<file path="src/rtl/dtb_pkg.sv">
package dtb_pkg;
  localparam int DIGIT_W = 4;
  localparam logic [DIGIT_W-1:0] DIGIT_MAX = 4'd9;

  typedef enum logic [1:0] {
    ST_IDLE = 2'd0,
    ST_WAIT = 2'd1,
    ST_OPEN = 2'd2
  } gate_state_e;
endpackage

</file>
<file path="src/rtl/dtb_decade_stage.sv">
module dtb_decade_stage
  import dtb_pkg::*;
(
  input  logic clk_i,
  input  logic rst_ni,
  input  logic clr_i,
  input  logic inc_i,
  output logic carry_o
);
  logic [DIGIT_W-1:0] digit_q;

  always_ff @(posedge clk_i or negedge rst_ni) begin
    if (!rst_ni)                digit_q <= '0;
    else if (clr_i)             digit_q <= '0;
    else if (inc_i) begin
      if (digit_q == DIGIT_MAX) digit_q <= '0;
      else                      digit_q <= digit_q + 1'b1;
    end
  end

  assign carry_o = inc_i && (digit_q == DIGIT_MAX);

  // digit never leaves the decimal range
  a_r3_digit_range: assert property (@(posedge clk_i) disable iff (!rst_ni)
    digit_q <= DIGIT_MAX);

  // a clear always lands on zero
  a_r5_clear_zero: assert property (@(posedge clk_i) disable iff (!rst_ni)
    clr_i |=> (digit_q == '0));
endmodule

</file>
<file path="src/rtl/dtb_term_sel.sv">
module dtb_term_sel #(
  parameter int STAGES = 8,
  parameter int CODE_W = 4,
  localparam int SEL_W = $clog2(STAGES + 1)
) (
  input  logic [CODE_W-1:0] code_i,
  input  logic [STAGES:0]   carry_i,
  output logic              term_o
);
  logic [SEL_W-1:0] sel;

  // Codes past the last stage saturate to the full chain
  always_comb begin
    if (code_i >= CODE_W'(STAGES)) sel = SEL_W'(STAGES);
    else                           sel = code_i[SEL_W-1:0];
    term_o = carry_i[sel];
  end
endmodule

</file>
<file path="src/rtl/dtb_gate_fsm.sv">
module dtb_gate_fsm
  import dtb_pkg::*;
(
  input  logic clk_i,
  input  logic rst_ni,
  input  logic arm_i,
  input  logic tick_i,
  input  logic term_i,
  output logic clr_o,
  output logic gate_o,
  output logic busy_o
);
  gate_state_e state_q, state_d;

  always_comb begin
    state_d = state_q;
    clr_o   = 1'b0;
    unique case (state_q)
      ST_IDLE: if (arm_i) begin
        state_d = ST_WAIT;
        clr_o   = 1'b1;
      end
      ST_WAIT: if (tick_i) begin
        state_d = ST_OPEN;
        clr_o   = 1'b1;   // sync the chain to the opening event
      end
      ST_OPEN: if (term_i) state_d = ST_IDLE;
      default: state_d = ST_IDLE;
    endcase
  end

  always_ff @(posedge clk_i or negedge rst_ni) begin
    if (!rst_ni) state_q <= ST_IDLE;
    else         state_q <= state_d;
  end

  assign gate_o = (state_q == ST_OPEN);
  assign busy_o = (state_q != ST_IDLE);

  a_r8_gate_in_busy: assert property (@(posedge clk_i) disable iff (!rst_ni)
    gate_o |-> busy_o);

  a_r4_busy_from_arm: assert property (@(posedge clk_i) disable iff (!rst_ni)
    $rose(busy_o) |-> $past(arm_i));

  a_r4_wait_holds: assert property (@(posedge clk_i) disable iff (!rst_ni)
    (state_q == ST_WAIT && !tick_i) |=> (state_q == ST_WAIT));

  a_r4_open_holds: assert property (@(posedge clk_i) disable iff (!rst_ni)
    (state_q == ST_OPEN && !term_i) |=> gate_o);

  a_r6_open_on_tick: assert property (@(posedge clk_i) disable iff (!rst_ni)
    $rose(gate_o) |-> $past(tick_i));

  a_r7_close_on_term: assert property (@(posedge clk_i) disable iff (!rst_ni)
    $fell(gate_o) |-> ($past(term_i) && !busy_o));
endmodule

</file>
<file path="src/rtl/decade_timebase.sv">
module decade_timebase #(
  parameter int STAGES = 8,
  parameter int CODE_W = 4
) (
  input  logic              clk_i,
  input  logic              rst_ni,
  input  logic              tick_i,
  input  logic              arm_i,
  input  logic [CODE_W-1:0] code_i,
  output logic              gate_o,
  output logic              div_o,
  output logic              busy_o
);
  logic [STAGES:0] carry;
  logic            clr;
  logic            term;
  logic            div_q;

  // A clearing cycle swallows its event
  assign carry[0] = tick_i && !clr;

  for (genvar g = 0; g < STAGES; g++) begin : g_stage
    dtb_decade_stage u_stage (
      .clk_i  (clk_i),
      .rst_ni (rst_ni),
      .clr_i  (clr),
      .inc_i  (carry[g]),
      .carry_o(carry[g+1])
    );
  end

  dtb_term_sel #(
    .STAGES(STAGES),
    .CODE_W(CODE_W)
  ) u_term (
    .code_i (code_i),
    .carry_i(carry),
    .term_o (term)
  );

  dtb_gate_fsm u_fsm (
    .clk_i (clk_i),
    .rst_ni(rst_ni),
    .arm_i (arm_i),
    .tick_i(tick_i),
    .term_i(term),
    .clr_o (clr),
    .gate_o(gate_o),
    .busy_o(busy_o)
  );

  // Shaping register for the divided pulse
  always_ff @(posedge clk_i or negedge rst_ni) begin
    if (!rst_ni) div_q <= 1'b0;
    else         div_q <= term;
  end

  assign div_o = div_q;

  a_r3_div_needs_tick: assert property (@(posedge clk_i) disable iff (!rst_ni)
    div_o |-> $past(tick_i));

  a_r5_no_div_on_clear: assert property (@(posedge clk_i) disable iff (!rst_ni)
    $past(clr) |-> !div_o);
endmodule

</file>
<file path="config.mk">
export PLATFORM = sky130hd
export DESIGN_NAME = decade_timebase
export DESIGN_NICKNAME = d
export VERILOG_FILES = /design/src/rtl/dtb_pkg.sv /design/src/rtl/dtb_decade_stage.sv /design/src/rtl/dtb_term_sel.sv /design/src/rtl/dtb_gate_fsm.sv /design/src/rtl/decade_timebase.sv
export SDC_FILE = /design/constraint.sdc
export NUM_CORES = 1
export LEC_CHECK = 0
export ABC_AREA = 1
export CAP_MARGIN = 10
export CORE_MARGIN = 2
export CORE_UTILIZATION = 63
export DETAILED_ROUTE_END_ITERATION = 8
export PLACE_DENSITY = 0.84
export SLEW_MARGIN = 25
export SYNTH_ARGS = -nofsm -noshare
export SYNTH_HDL_FRONTEND = slang
export SYNTH_SLANG_ARGS = --single-unit
export TNS_END_PERCENT = 1
</file>
<file path="constraint.sdc">
create_clock -name clk_i -period 3 [get_ports clk_i]
set_clock_uncertainty 0.1 [all_clocks]
set_input_delay 0.45 -clock clk_i [delete_from_list [all_inputs] [get_ports clk_i]]
set_output_delay 0.45 -clock clk_i [all_outputs]
set_load 0.05 [all_outputs]
</file>
* Word-level counts from Yosys, hierarchy flattened
Index checks and enable logic that the tools add are counted.
Word-level totals: ROM bits 0, bits in latches 0, bits in writable memories 0, bits in registers 35, output and inout bits 3, memories 0
Operators by class: shift operators 0, magnitude comparators 2, reduce and logical (&&, ||, !) cells 21, eq/ne operators 13, $mul 0, div/mod/pow operators 0, add/subtract/negate cells 8, bitwise operators 0, muxes and demuxes 34
Operators with widths (count):
- 4-bit two-way mux | 25
- 4-bit by 1-bit adder with 4-bit output, second input constant | 8
- 4-bit equality test, second input constant | 8
- 2-bit nonzero test | 9
- 1-bit logical AND | 9
- 2-bit two-way mux | 3
- 2-bit one-hot mux with 3 select lines | 1
- 4-bit by 5-bit less-than comparator with 1-bit output, second input constant | 1
- 1-bit binary-select mux with 4-bit select | 1
- 4-bit >= comparator, second input constant | 1
- 2-bit != test, second input constant | 2
- 1-bit two-way mux | 3
- 3-bit AND reduction | 1
- 2-bit by 1-bit equality test with 1-bit output, second input constant | 1
- 2-bit equality test, second input constant | 1
- 2-bit logical NOT | 1
- 2-bit by 1-bit != test with 1-bit output, second input constant | 1
- 1-bit one-hot mux with 2 select lines | 1
- 1-bit logical NOT | 1

* Longest topological paths before layout
depth after elaboration 16, gate-level depth with buffers 11, depth with buffers taken out 11

* Cells and area by module
From an unflattened synthesis, not the netlist that was laid out.
Unflattened totals: cells, all modules 371, area, all modules 2393.5 µm²
By module, submodules not included:
- dtb_decade_stage | area each 265.3 µm², instances 8, cells each 40
- dtb_term_sel | area each 127.6 µm², instances 1, cells each 32
- dtb_gate_fsm | area each 108.9 µm², instances 1, cells each 16
- decade_timebase | area each 35.0 µm², instances 1, cells each 3

* Least setup slack after synthesis
Ideal clock, no wire load.
path kind reg-to-reg, start point register g_stage[1].u_stage.digit_q[2], end point register u_fsm.state_q[1], required time 2.781 ns, arrival 1.460 ns, stages on the path, launching flop included 11, slack 1.321 ns, period minus slack after synthesis 1.679 ns, path through dfrtp_1 > inv_1 > nand2_1 > nor2_1 > nand4_4 > nor2_8 > nand3_2 > a21oi_1 > nand2_1 > nand2_1 > nand2_1
Between the ends: longest elaborated chain between the ends 12
RTL lines:
- start: declaration | RTL line dtb_decade_stage.sv:10 | logic [DIGIT_W-1:0] digit_q;
- start signal: assignment | RTL line dtb_decade_stage.sv:17 | else digit_q <= digit_q + 1'b1;
- 4-bit equality test * | RTL line dtb_decade_stage.sv:21 | assign carry_o = inc_i && (digit_q == DIGIT_MAX);
- 1-bit logical AND * | RTL line dtb_decade_stage.sv:21
- 1-bit logical AND (6 in a row) | RTL line dtb_decade_stage.sv:21
- 1-bit binary-select mux with 4-bit select * | RTL line dtb_term_sel.sv:16 | term_o = carry_i[sel];
- 1-bit two-way mux (implied by the code) * | RTL line dtb_term_sel.sv:16
- 2-bit by 1-bit != test with 1-bit output (no source line) *
- 3-bit AND reduction (no source line) *
- end signal: assignment | RTL line dtb_gate_fsm.sv:34 | else state_q <= state_d;
- end: declaration | RTL line dtb_gate_fsm.sv:13 | gate_state_e state_q, state_d;
Every way passes the cells marked *; elsewhere a longest branch is shown, timed or not. The select of a mux whose other input is x is not followed. A chain may end at the register's enable or synchronous reset.

* Worst setup path in the final report
start point register u_fsm.state_q[0], end point output gate_o
Between the ends: longest elaborated chain between the ends 1
RTL lines:
- 2-bit equality test | RTL line dtb_gate_fsm.sv:37 | assign gate_o = (state_q == ST_OPEN);
- end: declaration | RTL line decade_timebase.sv:10 | output logic gate_o,
Every way passes these cells.

==> metrics.txt <==
# TYPE chip_impl_metric gauge
chip_impl_info{name="chain_of_cells_forming_the_critical_path",value="nor2_1 -> clkdlybuf4s50_1"} 1
chip_impl_info{name="worst_path_dominant_cell_family",value="buffers and inverters"} 1
chip_impl_info{name="clk_root_buffer_cell",value="sky130_fd_sc_hd__clkbuf_4"} 1
chip_impl_metric{name="worst_pin_slew",unit="ps"} 522
chip_impl_metric{name="critical_path_peak_fanout",unit=""} 4
chip_impl_metric{name="timing.slew.headroom",unit="%"} 65.0
chip_impl_metric{name="drt-vias-per-instance",unit=""} 5.65
chip_impl_metric{name="design.final.nets",unit=""} 255
chip_impl_metric{name="fillers",unit=""} 228
chip_impl_metric{name="detailedRoute.firstIterationViolations",unit=""} 102
chip_impl_metric{name="tritoncts_num_sinks",unit=""} 35
chip_impl_info{name="crit_slowest_cell",value="sky130_fd_sc_hd__clkdlybuf4s50_1"} 1
chip_impl_metric{name="arrival",unit="ps"} 1760
chip_impl_metric{name="ys_warn_count",unit=""} 0
chip_impl_metric{name="grt_start_max_net_pins",unit=""} 36
chip_impl_metric{name="power.leakage",unit="nW"} 0.973
chip_impl_info{name="rsz0062_at_grt",value="no"} 1
chip_impl_metric{name="async_reset_ff_share",unit="%"} 100
chip_impl_metric{name="layout-drive-gt1-share",unit="%"} 10.9
chip_impl_metric{name="antenna_found_initial",unit=""} 0
chip_impl_metric{name="overall_die_height",unit="microns"} 59.3
chip_impl_metric{name="grt_usage",unit="%"} 23.8
chip_impl_info{name="synth_area_leader_cell",value="sky130_fd_sc_hd__dfrtp_1"} 1
chip_impl_metric{name="p_per_area",unit="nW/um^2"} 602
chip_impl_metric{name="timing_hold_violations_final",unit=""} 0
chip_impl_metric{name="cts_made_buffers",unit=""} 5
chip_impl_info{name="worst_r2r_endpoint",value="g_stage[2].u_stage.digit_q[3]"} 1
chip_impl_metric{name="cp_num_buf_inv",unit=""} 1
chip_impl_info{name="timing.critical_path.from_type",value="register"} 1
chip_impl_metric{name="syn_area",unit="sq um"} 1930
chip_impl_metric{name="worstRegToRegCells",unit=""} 7
chip_impl_info{name="crit_path_end_kind",value="output pin"} 1
chip_impl_metric{name="grt_remaining_overflow",unit=""} 0
chip_impl_metric{name="r2r_slack",unit="ps"} 1000
chip_impl_metric{name="vias",unit=""} 1588
chip_impl_info{name="worstReg2RegStart",value="u_fsm.state_q[0]"} 1
chip_impl_metric{name="port_buffers",unit=""} 10
chip_impl_metric{name="min_period_over_period",unit="%"} 76.9
chip_impl_metric{name="drt_drc_violations_left",unit=""} 0
chip_impl_info{name="tritoncts",value="yes"} 1
chip_impl_metric{name="edff_count_synth",unit=""} 0
chip_impl_metric{name="first_pass_grt_wire_length",unit="microns"} 6200
chip_impl_info{name="worst_hold_path_type",value="input port to async pin"} 1
chip_impl_metric{name="finish.utilization",unit="%"} 71.9
chip_impl_metric{name="dieWidth",unit="microns"} 59.3
chip_impl_metric{name="cpPeakStageDelay",unit="ps"} 820
chip_impl_metric{name="cts.repair.resized",unit=""} 0
chip_impl_metric{name="clkSlewWorstSetupHoldPaths",unit="ps"} 110
chip_impl_info{name="outcome",value="finished clean"} 1
chip_impl_metric{name="antennaDiodeCount",unit=""} 0
chip_impl_metric{name="finalSetupViolCount",unit=""} 0
chip_impl_metric{name="synth.lib_cells_used.distinct",unit=""} 33
chip_impl_metric{name="drt-wirelength-per-cell",unit="microns"} 13.0
chip_impl_metric{name="timing.final.max_slew_violations",unit=""} 0
chip_impl_info{name="synth_top_flop_cell",value="sky130_fd_sc_hd__dfrtp_1"} 1
chip_impl_metric{name="synthToLayoutAreaGrowth",unit="%"} 11.0
chip_impl_metric{name="finalWeightedCongestion",unit=""} 0.875
chip_impl_metric{name="worst_skew_pair.late_latency",unit="ps"} 350
chip_impl_metric{name="place_hpwl",unit="microns"} 2660
chip_impl_metric{name="hold_buffers",unit=""} 0
chip_impl_metric{name="initial_utilization",unit="%"} 64.8
chip_impl_metric{name="ys_seq_elements",unit=""} 35
chip_impl_metric{name="synth.avg_cell_area",unit="sq um"} 8.39
chip_impl_metric{name="finalWirelength",unit="microns"} 3650
chip_impl_metric{name="synth_seq_area_share",unit="%"} 45.4
chip_impl_info{name="mostFrequentLayoutCell",value="sky130_fd_sc_hd__inv_1"} 1
chip_impl_metric{name="timing.final.crit_period",unit="ps"} 2310
chip_impl_metric{name="synthDominantCellAreaShare",unit="%"} 45.4
chip_impl_metric{name="synthesis.nets",unit=""} 238
chip_impl_metric{name="die_area",unit="sq um"} 3520
chip_impl_info{name="layout_common_cells",value="sky130_fd_sc_hd__inv_1 (36), sky130_fd_sc_hd__dfrtp_1 (35), sky130_fd_sc_hd__nand2_1 (34)"} 1
chip_impl_metric{name="worst_ir_drop_vdd",unit="uV"} 349
chip_impl_metric{name="postRouteAntennaNets",unit=""} 0
chip_impl_info{name="post_synth_main_area_contributors",value="sky130_fd_sc_hd__dfrtp_1 (45%), sky130_fd_sc_hd__inv_1 (7.0%), sky130_fd_sc_hd__nand2_1 (6.6%)"} 1
chip_impl_metric{name="post-cts-setup-buffers",unit=""} 0
chip_impl_metric{name="finalSetupTns",unit="ps"} 0
chip_impl_metric{name="drt-pass1-iter-count",unit=""} 4
chip_impl_metric{name="top_level_ports",unit=""} 11
chip_impl_metric{name="core",unit="sq um"} 2980
chip_impl_metric{name="rows",unit=""} 20
chip_impl_metric{name="crit_required",unit="ps"} 2450
chip_impl_info{name="criticalPathCategory",value="register to output pin"} 1
chip_impl_metric{name="achievable_freq",unit="MHz"} 433
chip_impl_metric{name="cts_max_level",unit=""} 2
chip_impl_metric{name="max_capacitance_violation_count",unit=""} 0
chip_impl_metric{name="ctsLongestPathBuffers",unit=""} 2
chip_impl_metric{name="grt_pass1_vias",unit=""} 1456
chip_impl_metric{name="postSynthCellCount",unit=""} 230
chip_impl_metric{name="critical_path_cell_count",unit=""} 2
==> power breakdown <==
part           internal, mW  switching [mW]
Sequential            0.512          0.0414
Combinational         0.130           0.313
Clock                 0.138           0.155
Total                 0.779           0.510
==> logic make-up after synthesis <==
logic type | synth area share [%]
AO/OA/AOI/OAI | 15.6
XOR/XNOR | 1.82
buffers and inverters | 7.72
flip-flops | 45.4
multiplexers | 0.519
AND/OR/NAND/NOR | 29.0
==> how the worst max path moves through the flow <==
stage | start | endpoint | slack (ps)
after global placement | tick_i | g_stage[2].u_stage.digit_q[3] | 540
after global routing | u_fsm.state_q[0] | gate_o | 610
final | u_fsm.state_q[0] | gate_o | 690
after floorplan | g_stage[1].u_stage.digit_q[2] | u_fsm.state_q[1] | 1320
after detailed placement | tick_i | g_stage[2].u_stage.digit_q[3] | 450
after CTS | u_fsm.state_q[0] | gate_o | 680
==> cell type report <==
type / count / area (sq um) / share of cell area [%]
Clock buffer: 8 / 68.8 / 3.21
Timing Repair Buffer: 11 / 108 / 5.02
Inverter: 38 / 144 / 6.72
Tap cell: 33 / 41.3 / 1.93
Multi-Input combinational cell: 156 / 905 / 42.2
Sequential cell: 35 / 876 / 40.9
==> per-layer routing <==
layer | wire [microns] | vias to the layer above | global-route usage [%]
met5 | 0 | - | 0
met4 | 68 | 0 | 11.0
met3 | 143 | 5 | 6.77
met2 | 1770 | 28 | 38.8
met1 | 1670 | 742 | 29.1
li1 | - | 813 | -
==> Yosys cell counts (2+ instances only) <==
library cell and number:
sky130_fd_sc_hd__nor2_2 2, sky130_fd_sc_hd__nand3_4 2, sky130_fd_sc_hd__inv_1 36, sky130_fd_sc_hd__nand2_2 3, sky130_fd_sc_hd__nor2_1 17, sky130_fd_sc_hd__o211ai_1 3, sky130_fd_sc_hd__nand4_1 8, sky130_fd_sc_hd__dfrtp_1 35
sky130_fd_sc_hd__o22ai_1 4, sky130_fd_sc_hd__nand4_4 2, sky130_fd_sc_hd__nor2_8 2, sky130_fd_sc_hd__nand3_1 17, sky130_fd_sc_hd__o31ai_1 2, sky130_fd_sc_hd__o21ai_0 22, sky130_fd_sc_hd__nor3_1 5, sky130_fd_sc_hd__nand3_2 2
sky130_fd_sc_hd__nand2_1 34, sky130_fd_sc_hd__a21oi_1 16, sky130_fd_sc_hd__xor2_1 4
==> per-stage QoR <==
stage                     hold slack (ps)  setup slack, ps  instances  power (mW)  instance area [sq um]
after detailed placement              375              449        273       0.999                   2070
final                                 393              692        281        1.29                   2140
after CTS                             394              675        281        1.30                   2140
after global routing                  421              609        281        1.36                   2140
after global placement                380              543        273       0.990                   2070
after floorplan                      54.4             1320        230       0.880                   1930
==> flip-flops by register name, summed over array words and instances, names as in the netlist <==
register                 cells
g_stage.u_stage.digit_q     32
u_fsm.state_q                2
div_o                        1
No activity file was read; power rests on OpenSTA's default activity.
